<file path="config.mk">
export PLATFORM = sky130hd
export DESIGN_NAME = cdr_phase_ctrl
export DESIGN_NICKNAME = d
export VERILOG_FILES = /design/src/rtl/cdr_pkg.sv /design/src/rtl/cdr_edge_vote.sv /design/src/rtl/cdr_loop_filter.sv /design/src/rtl/cdr_phase_accum.sv /design/src/rtl/cdr_lock_mon.sv /design/src/rtl/cdr_phase_ctrl.sv
export SDC_FILE = /design/constraint.sdc
export NUM_CORES = 1
export LEC_CHECK = 0
export BUFFER_PORTS_ARGS = -buffer_cell sky130_fd_sc_hd__buf_2
export CAP_MARGIN = 10
export CORE_MARGIN = 10
export CORE_UTILIZATION = 29
export CTS_BUF_LIST = sky130_fd_sc_hd__clkbuf_8
export CTS_CLUSTER_DIAMETER = 60
export DETAILED_ROUTE_END_ITERATION = 16
export PLACE_DENSITY = 0.41
export SETUP_SLACK_MARGIN = 0.5
export SLEW_MARGIN = 5
export SYNTH_ARGS = -nofsm -noshare
export SYNTH_HDL_FRONTEND = slang
export SYNTH_SLANG_ARGS = --single-unit
</file>
<file path="constraint.sdc">
create_clock -name clk -period 6.7 [get_ports clk]
set_input_delay 0 -clock clk [delete_from_list [all_inputs] [get_ports clk]]
set_output_delay 0 -clock clk [all_outputs]
set_load 0.02 [all_outputs]
</file>
<file path="src/rtl/cdr_pkg.sv">
package cdr_pkg;
  typedef enum logic [1:0] {
    VOTE_NONE    = 2'd0,
    VOTE_RETARD  = 2'd1,
    VOTE_ADVANCE = 2'd2
  } vote_e;

  typedef enum logic [1:0] {
    STEP_NONE = 2'd0,
    STEP_UP   = 2'd1,
    STEP_DN   = 2'd2
  } step_e;
endpackage

</file>
<file path="src/rtl/cdr_edge_vote.sv">
module cdr_edge_vote
  import cdr_pkg::*;
(
  input  logic  clk,
  input  logic  rst,
  input  logic  in_valid,
  input  logic  data_bit,
  input  logic  edge_bit,
  output vote_e vote,
  output logic  rx_valid,
  output logic  rx_bit
);
  logic have_prev_q;
  logic prev_bit_q;

  always_comb begin
    vote = VOTE_NONE;
    if (in_valid && have_prev_q && (data_bit != prev_bit_q)) begin
      if (edge_bit == prev_bit_q) vote = VOTE_RETARD;
      else                        vote = VOTE_ADVANCE;
    end
  end

  always_ff @(posedge clk) begin
    if (rst) begin
      have_prev_q <= 1'b0;
      prev_bit_q  <= 1'b0;
      rx_valid    <= 1'b0;
      rx_bit      <= 1'b0;
    end else begin
      rx_valid <= in_valid;
      if (in_valid) begin
        have_prev_q <= 1'b1;
        prev_bit_q  <= data_bit;
        rx_bit      <= data_bit;
      end
    end
  end

  assert_rx_follow_R7: assert property (@(posedge clk) disable iff (rst)
    in_valid |=> (rx_valid && (rx_bit == $past(data_bit))));
  assert_rx_idle_R7: assert property (@(posedge clk) disable iff (rst)
    !in_valid |=> !rx_valid);
endmodule

</file>
<file path="src/rtl/cdr_loop_filter.sv">
module cdr_loop_filter
  import cdr_pkg::*;
#(
  parameter int THRESH = 8,
  parameter int F_W    = 10
) (
  input  logic                  clk,
  input  logic                  rst,
  input  vote_e                 vote,
  output step_e                 step,
  output logic signed [F_W-1:0] freq
);
  localparam int CNT_W = $clog2(THRESH) + 2;
  localparam logic signed [CNT_W-1:0] POS_LIM = CNT_W'(THRESH);
  localparam logic signed [CNT_W-1:0] NEG_LIM = CNT_W'(-THRESH);
  localparam logic signed [F_W-1:0] F_MAX = F_W'((1 << (F_W - 1)) - 1);
  localparam logic signed [F_W-1:0] F_MIN = F_W'(-((1 << (F_W - 1)) - 1));

  logic signed [CNT_W-1:0] cnt_q;
  logic signed [CNT_W-1:0] cnt_sum;
  logic signed [F_W-1:0]   freq_q;

  always_comb begin
    unique case (vote)
      VOTE_RETARD:  cnt_sum = cnt_q + CNT_W'(1);
      VOTE_ADVANCE: cnt_sum = cnt_q - CNT_W'(1);
      default:      cnt_sum = cnt_q;
    endcase
    if (cnt_sum == POS_LIM)      step = STEP_UP;
    else if (cnt_sum == NEG_LIM) step = STEP_DN;
    else                         step = STEP_NONE;
  end

  always_ff @(posedge clk) begin
    if (rst) begin
      cnt_q  <= '0;
      freq_q <= '0;
    end else begin
      if (step != STEP_NONE) cnt_q <= '0;
      else                   cnt_q <= cnt_sum;
      if ((step == STEP_UP) && (freq_q != F_MAX))
        freq_q <= freq_q + F_W'(1);
      else if ((step == STEP_DN) && (freq_q != F_MIN))
        freq_q <= freq_q - F_W'(1);
    end
  end

  assign freq = freq_q;

  assert_cnt_hold_R3: assert property (@(posedge clk) disable iff (rst)
    (vote == VOTE_NONE) |=> $stable(cnt_q));
  assert_cnt_window_R5: assert property (@(posedge clk) disable iff (rst)
    (cnt_q < POS_LIM) && (cnt_q > NEG_LIM));
  assert_step_clears_R5: assert property (@(posedge clk) disable iff (rst)
    (step != STEP_NONE) |=> (cnt_q == '0));
  assert_freq_bound_R6: assert property (@(posedge clk) disable iff (rst)
    (freq_q <= F_MAX) && (freq_q >= F_MIN));
endmodule

</file>
<file path="src/rtl/cdr_phase_accum.sv">
module cdr_phase_accum
  import cdr_pkg::*;
#(
  parameter int PH_W   = 7,
  parameter int FRAC_W = 12,
  parameter int F_W    = 10
) (
  input  logic                  clk,
  input  logic                  rst,
  input  logic                  in_valid,
  input  step_e                 step,
  input  logic signed [F_W-1:0] freq,
  output logic [PH_W-1:0]       edge_code,
  output logic [PH_W-1:0]       data_code
);
  localparam int ACC_W = PH_W + FRAC_W;
  localparam logic [ACC_W-1:0] ONE_STEP = ACC_W'(1) << FRAC_W;
  localparam logic [PH_W-1:0]  HALF_UI  = PH_W'(1) << (PH_W - 1);

  logic [ACC_W-1:0] phase_q;
  logic [ACC_W-1:0] freq_ext;
  logic [ACC_W-1:0] step_term;

  assign freq_ext = {{(ACC_W - F_W){freq[F_W-1]}}, freq};

  always_comb begin
    unique case (step)
      STEP_UP: step_term = ONE_STEP;
      STEP_DN: step_term = (~ONE_STEP) + ACC_W'(1);
      default: step_term = '0;
    endcase
  end

  always_ff @(posedge clk) begin
    if (rst)           phase_q <= '0;
    else if (in_valid) phase_q <= phase_q + freq_ext + step_term;
  end

  assign edge_code = phase_q[ACC_W-1 -: PH_W];
  assign data_code = edge_code + HALF_UI;

  assert_hold_when_idle_R3: assert property (@(posedge clk) disable iff (rst)
    !in_valid |=> $stable(phase_q));
endmodule

</file>
<file path="src/rtl/cdr_lock_mon.sv">
module cdr_lock_mon
  import cdr_pkg::*;
#(
  parameter int LOCK_WIN = 256,
  parameter int LOCK_MAX = 4
) (
  input  logic  clk,
  input  logic  rst,
  input  vote_e vote,
  input  step_e step,
  output logic  locked
);
  localparam int WIN_W = $clog2(LOCK_WIN);
  localparam int REP_W = $clog2(LOCK_WIN) + 1;

  logic [WIN_W-1:0] win_cnt_q;
  logic [REP_W-1:0] rep_cnt_q;
  logic [REP_W-1:0] rep_total;
  step_e            last_dir_q;
  logic             vote_seen;
  logic             is_rep;
  logic             win_end;
  logic             locked_q;

  assign vote_seen = (vote != VOTE_NONE);
  assign is_rep    = (step != STEP_NONE) && (step == last_dir_q);
  assign rep_total = rep_cnt_q + REP_W'(is_rep);
  assign win_end   = vote_seen && (win_cnt_q == WIN_W'(LOCK_WIN - 1));

  always_ff @(posedge clk) begin
    if (rst) begin
      win_cnt_q  <= '0;
      rep_cnt_q  <= '0;
      last_dir_q <= STEP_NONE;
      locked_q   <= 1'b0;
    end else begin
      if (step != STEP_NONE) last_dir_q <= step;
      if (vote_seen) begin
        if (win_end) begin
          win_cnt_q <= '0;
          rep_cnt_q <= '0;
          locked_q  <= (rep_total <= REP_W'(LOCK_MAX));
        end else begin
          win_cnt_q <= win_cnt_q + WIN_W'(1);
          rep_cnt_q <= rep_total;
        end
      end
    end
  end

  assign locked = locked_q;

  assert_lock_at_window_R8: assert property (@(posedge clk) disable iff (rst)
    !win_end |=> $stable(locked_q));
  assert_step_needs_vote_R5: assert property (@(posedge clk) disable iff (rst)
    (step != STEP_NONE) |-> vote_seen);
endmodule

</file>
<file path="src/rtl/cdr_phase_ctrl.sv">
module cdr_phase_ctrl
  import cdr_pkg::*;
#(
  parameter int PH_W     = 7,
  parameter int FRAC_W   = 12,
  parameter int F_W      = 10,
  parameter int THRESH   = 8,
  parameter int LOCK_WIN = 256,
  parameter int LOCK_MAX = 4
) (
  input  logic            clk,
  input  logic            rst,
  input  logic            in_valid,
  input  logic            data_bit,
  input  logic            edge_bit,
  output logic            rx_valid,
  output logic            rx_bit,
  output logic [PH_W-1:0] edge_code,
  output logic [PH_W-1:0] data_code,
  output logic            locked
);
  vote_e                 vote;
  step_e                 step;
  logic signed [F_W-1:0] freq;

  cdr_edge_vote u_vote (
    .clk      (clk),
    .rst      (rst),
    .in_valid (in_valid),
    .data_bit (data_bit),
    .edge_bit (edge_bit),
    .vote     (vote),
    .rx_valid (rx_valid),
    .rx_bit   (rx_bit)
  );

  cdr_loop_filter #(.THRESH(THRESH), .F_W(F_W)) u_filt (
    .clk  (clk),
    .rst  (rst),
    .vote (vote),
    .step (step),
    .freq (freq)
  );

  cdr_phase_accum #(.PH_W(PH_W), .FRAC_W(FRAC_W), .F_W(F_W)) u_acc (
    .clk       (clk),
    .rst       (rst),
    .in_valid  (in_valid),
    .step      (step),
    .freq      (freq),
    .edge_code (edge_code),
    .data_code (data_code)
  );

  cdr_lock_mon #(.LOCK_WIN(LOCK_WIN), .LOCK_MAX(LOCK_MAX)) u_lock (
    .clk    (clk),
    .rst    (rst),
    .vote   (vote),
    .step   (step),
    .locked (locked)
  );

  assert_offset_track_R2: assert property (@(posedge clk) disable iff (rst)
    (!rst) |=> (PH_W'(data_code - $past(data_code)) == PH_W'(edge_code - $past(edge_code))));
  assert_code_idle_R3: assert property (@(posedge clk) disable iff (rst)
    !in_valid |=> $stable(edge_code));
endmodule

</file>
==> summary.md <==
| Metric | Value |
|---|---|
| Crit. End Element | `flip-flop` |
| Sequential share of the synthesized area | `26.4%` |
| Largest net degree at the start of global routing | `67` |
| Gr ovfl total | `0` |
| Number of H-tree levels | `3` |
| Yosys warns | `0` |
| Total Power | `1.09 mW` |
| Number of global-route vias before repair | `3367` |
| Die H | `142 um` |
| Setup repair bufs after CTS | `0` |
| FMAX | `193 MHz` |
| Distinct cells, synth | `55` |
| Clock Sinks | `57` |
| Most common cell after layout, fill and taps aside | `nor2_1` |
| Fraction of the cycle the final worst path needs | `77.3%` |
| Multiplexer share of the synthesized area | `5.66%` |
| Top cell by count, worst path | `inv_1` |
| Routed Antenna Nets | `0` |
| First-pass GRT wire length | `16600 um` |
| Layout cell share with drive strength beyond 1 | `8.54%` |
| Ys flop type | `dfxtp_1` |
| Drt via density | `4.86` |
| Synth Area in Adders | `17.2%` |
| CTS clk-pin slew, worst paths | `0.07 ns` |
| Final Max Slew Viols | `0` |
| Setup crit start kind | `flip-flop` |
| Fin nets | `583` |
| DR iter-0 viols | `136` |
| Most frequent cells in the layout | `nor2_1 (70), dfxtp_1 (57), ha_1 (45), a21oi_1 (39), inv_1 (26)` |
| DR vias | `3454` |
| Total Wirelength | `9750 um` |
| Initial Utilization | `29.7%` |
| Detailed-router iteration count before antenna repair | `4` |
| Worst rel slew slack | `26.3%` |
| Final Critical Period | `5.18 ns` |
| IO buf count | `21` |
| CP max FO | `11` |
| Syn Nets | `581` |
| Netlist Area Pre-Place | `4330 sq um` |
| Crit path cell chain | `or3b_4 -> a21oi_4 -> inv_1 -> ha_1 -> nor2_1 -> a31oi_1 -> a311oi_1 -> o21bai_1 -> nor2_1 -> inv_1 -> fa_1 -> inv_1 -> ha_1 -> a21o_1 -> a21o_1 -> a21oi_1 -> o21ai_0 -> or4b_2 -> nand4_1` |
| Setup CP Type | `flip-flop to flip-flop` |
| Row Count | `44` |
| Clock Skew | `0.00930 ns` |
| Setup TNS | `0 ns` |
| Leak pwr | `2.13 nW` |
| Post-synth ARST share | `0%` |
| Setup violators final | `0` |
| CTS tree | `built` |
| Status | `completed` |
| Root Buffer | `clkbuf_8` |
| Worst slew pin tran | `1.10 ns` |
| Max capacitance violation total | `0` |
| RSZ-0062 raised after global routing | `false` |
| Hold/Removal Path Class | `input port to flip-flop` |
| Post-Syn Area per Cell | `8.29 sq um` |
| # DRC | `0` |
| P&R area growth vs syn | `9.13%` |
| DIE AREA | `20200 sq um` |
| Max clock buf depth | `2` |
| WL per Instance | `13.7 um` |
| Main combinational cell family by area after synthesis | `simple AND/OR/NAND/NOR gates` |
| Worst VDD drop | `0.101 mV` |
| Clk_lat worst skew | `0.36 ns` |
| Synthesis-stage register bit count | `57` |
| Compound-Gate Fraction of Synth Area | `16.0%` |
| Initial antenna violation count | `0` |
| # IOs | `22` |
| Core Area | `14600 sq um` |
| Number of synthesized flops with an enable pin | `0` |
| Simple-Gate Fraction of Synth Area | `22.1%` |
| Worst path slowest cell | `or4b_2` |
| Pwr dens | `230 nW/um^2` |
| TritonCTS buffer count | `9` |
| DPL Wire Length | `7030 um` |
| Worst stage delay on the critical path | `0.66 ns` |
| Mapped Cells | `522` |
| Post-Synth XOR/XNOR Area | `6.24%` |
| Req. time, crit path | `7.00 ns` |
| Gpl congestion | `0.848` |
| Diodes inserted | `0` |
| GRT Total Usage | `10.1%` |
| Data arrival time of the critical path | `5.48 ns` |
| Final hold vios | `0` |
| Die Width | `142 um` |
## path summary, 6_finish.rpt
| path | from | end | slack (ns) | cells after the start |
|---|---|---|---|---|
| hold / removal | in_valid | u_vote.have_prev_q | 0.22 | 4 |
| hold reg to reg | u_lock.locked | u_lock.locked | 0.48 | 2 |
| setup reg to reg | u_vote.rx_bit | u_acc.phase_q[18] | 1.52 | 19 |
| setup / recovery | u_vote.rx_bit | u_acc.phase_q[18] | 1.52 | 19 |
## routing by layer
layer | vias to the layer above | global-route usage, % | wire (um)
met1 | 1568 | 12.7 | 4870
met3 | 14 | 3.60 | 408
met5 | - | 0 | 0
li1 | 1836 | - | -
met2 | 36 | 15.6 | 4300
met4 | 0 | 3.17 | 166
## registers in the layout, indices dropped and copies added, names as in the netlist
signal              count
u_acc.phase_q          19
u_filt.freq            10
u_lock.rep_cnt_q        9
u_lock.win_cnt_q        8
u_filt.cnt_q            5
u_lock.last_dir_q       2
u_lock.locked           1
u_vote.have_prev_q      1
u_vote.rx_bit           1
u_vote.rx_valid         1
## per-stage QoR
step	instances	util, %	worst slack (ns)	cell area, sq um	hold slack, ns
final	711	32.4	1.52	4720	0.223
after global routing	711	32.4	1.12	4720	0.255
after CTS	711	32.4	1.49	4720	0.203
after detailed placement	696	30.8	1.53	4500	0.317
after global placement	696	30.8	1.67	4500	0.294
after floorplan	522	-	1.81	4330	0.147
## cells by family after synthesis
group	count (synthesis)
AOI/OAI and AO/OA	110
xor gates and xnor gates	30
adders and majority gates	54
buffers and inverters	59
DFF	57
muxes	24
and+or+nand+nor	188
## final cells by class
class	count	area [sq um]
fill	1514	9860
multi-input combinational	406	2910
sequential	57	1140
tap	184	230
clock buffer	11	151
timing repair buffer	24	130
inverter	26	97.6
clock inverter	3	65.1
## Yosys cell counts, types with 2 or more instances
library cell | count | area, sq um
nor2_1 | 70 | 263
dfxtp_1 | 57 | 1140
ha_1 | 45 | 563
a21oi_1 | 39 | 195
inv_1 | 26 | 97.6
nand2_1 | 25 | 93.8
o21ai_0 | 25 | 125
mux2i_1 | 22 | 220
xnor2_1 | 18 | 158
nand3_1 | 15 | 75.1
clkbuf_1 | 14 | 52.6
a21o_1 | 13 | 97.6
buf_4 | 13 | 97.6
nor3_1 | 13 | 65.1
xor2_1 | 11 | 96.3
fa_1 | 9 | 180
nand2b_1 | 9 | 56.3
nand3b_1 | 9 | 67.6
nor3b_1 | 8 | 60.1
nand4_1 | 7 | 43.8
nor2b_1 | 7 | 43.8
and3_1 | 6 | 37.5
o31ai_1 | 6 | 45.0
a211oi_1 | 4 | 30.0
buf_1 | 4 | 15.0
nor4_1 | 4 | 25.0
a31oi_1 | 3 | 18.8
nand4b_1 | 3 | 26.3
o21bai_1 | 3 | 22.5
or4_1 | 3 | 22.5
a2111oi_0 | 2 | 17.5
a211oi_2 | 2 | 25.0
a21boi_0 | 2 | 15.0
o211ai_1 | 2 | 15.0
o21a_1 | 2 | 15.0
or3_1 | 2 | 12.5
## worst max-delay path: cells and delay by family, from the launching register on
| family | cells | cell delay (ns) |
|---|---|---|
| DFF | 1 | 0.38 |
| AOI/OAI and AO/OA | 8 | 1.71 |
| adders and majority gates | 3 | 1.15 |
| buffers and inverters | 3 | 0.38 |
| and+or+nand+nor | 5 | 1.50 |
## report_power, final
group          switching, mW  internal, mW  leakage (nW)  total [mW]
Sequential            0.0285         0.364         0.463       0.393
Clock                  0.144         0.225         0.111       0.369
Combinational          0.188         0.136          1.55       0.324
Total                  0.360         0.725          2.13        1.09
## repair_timing
| action | in CTS | in global routing |
|---|---|---|
| hold endpoints to repair | 1 | 0 |
| gates resized for setup | 0 | 0 |
| hold buffers | 1 | 0 |
No activity file was read; power rests on OpenSTA's default activity.
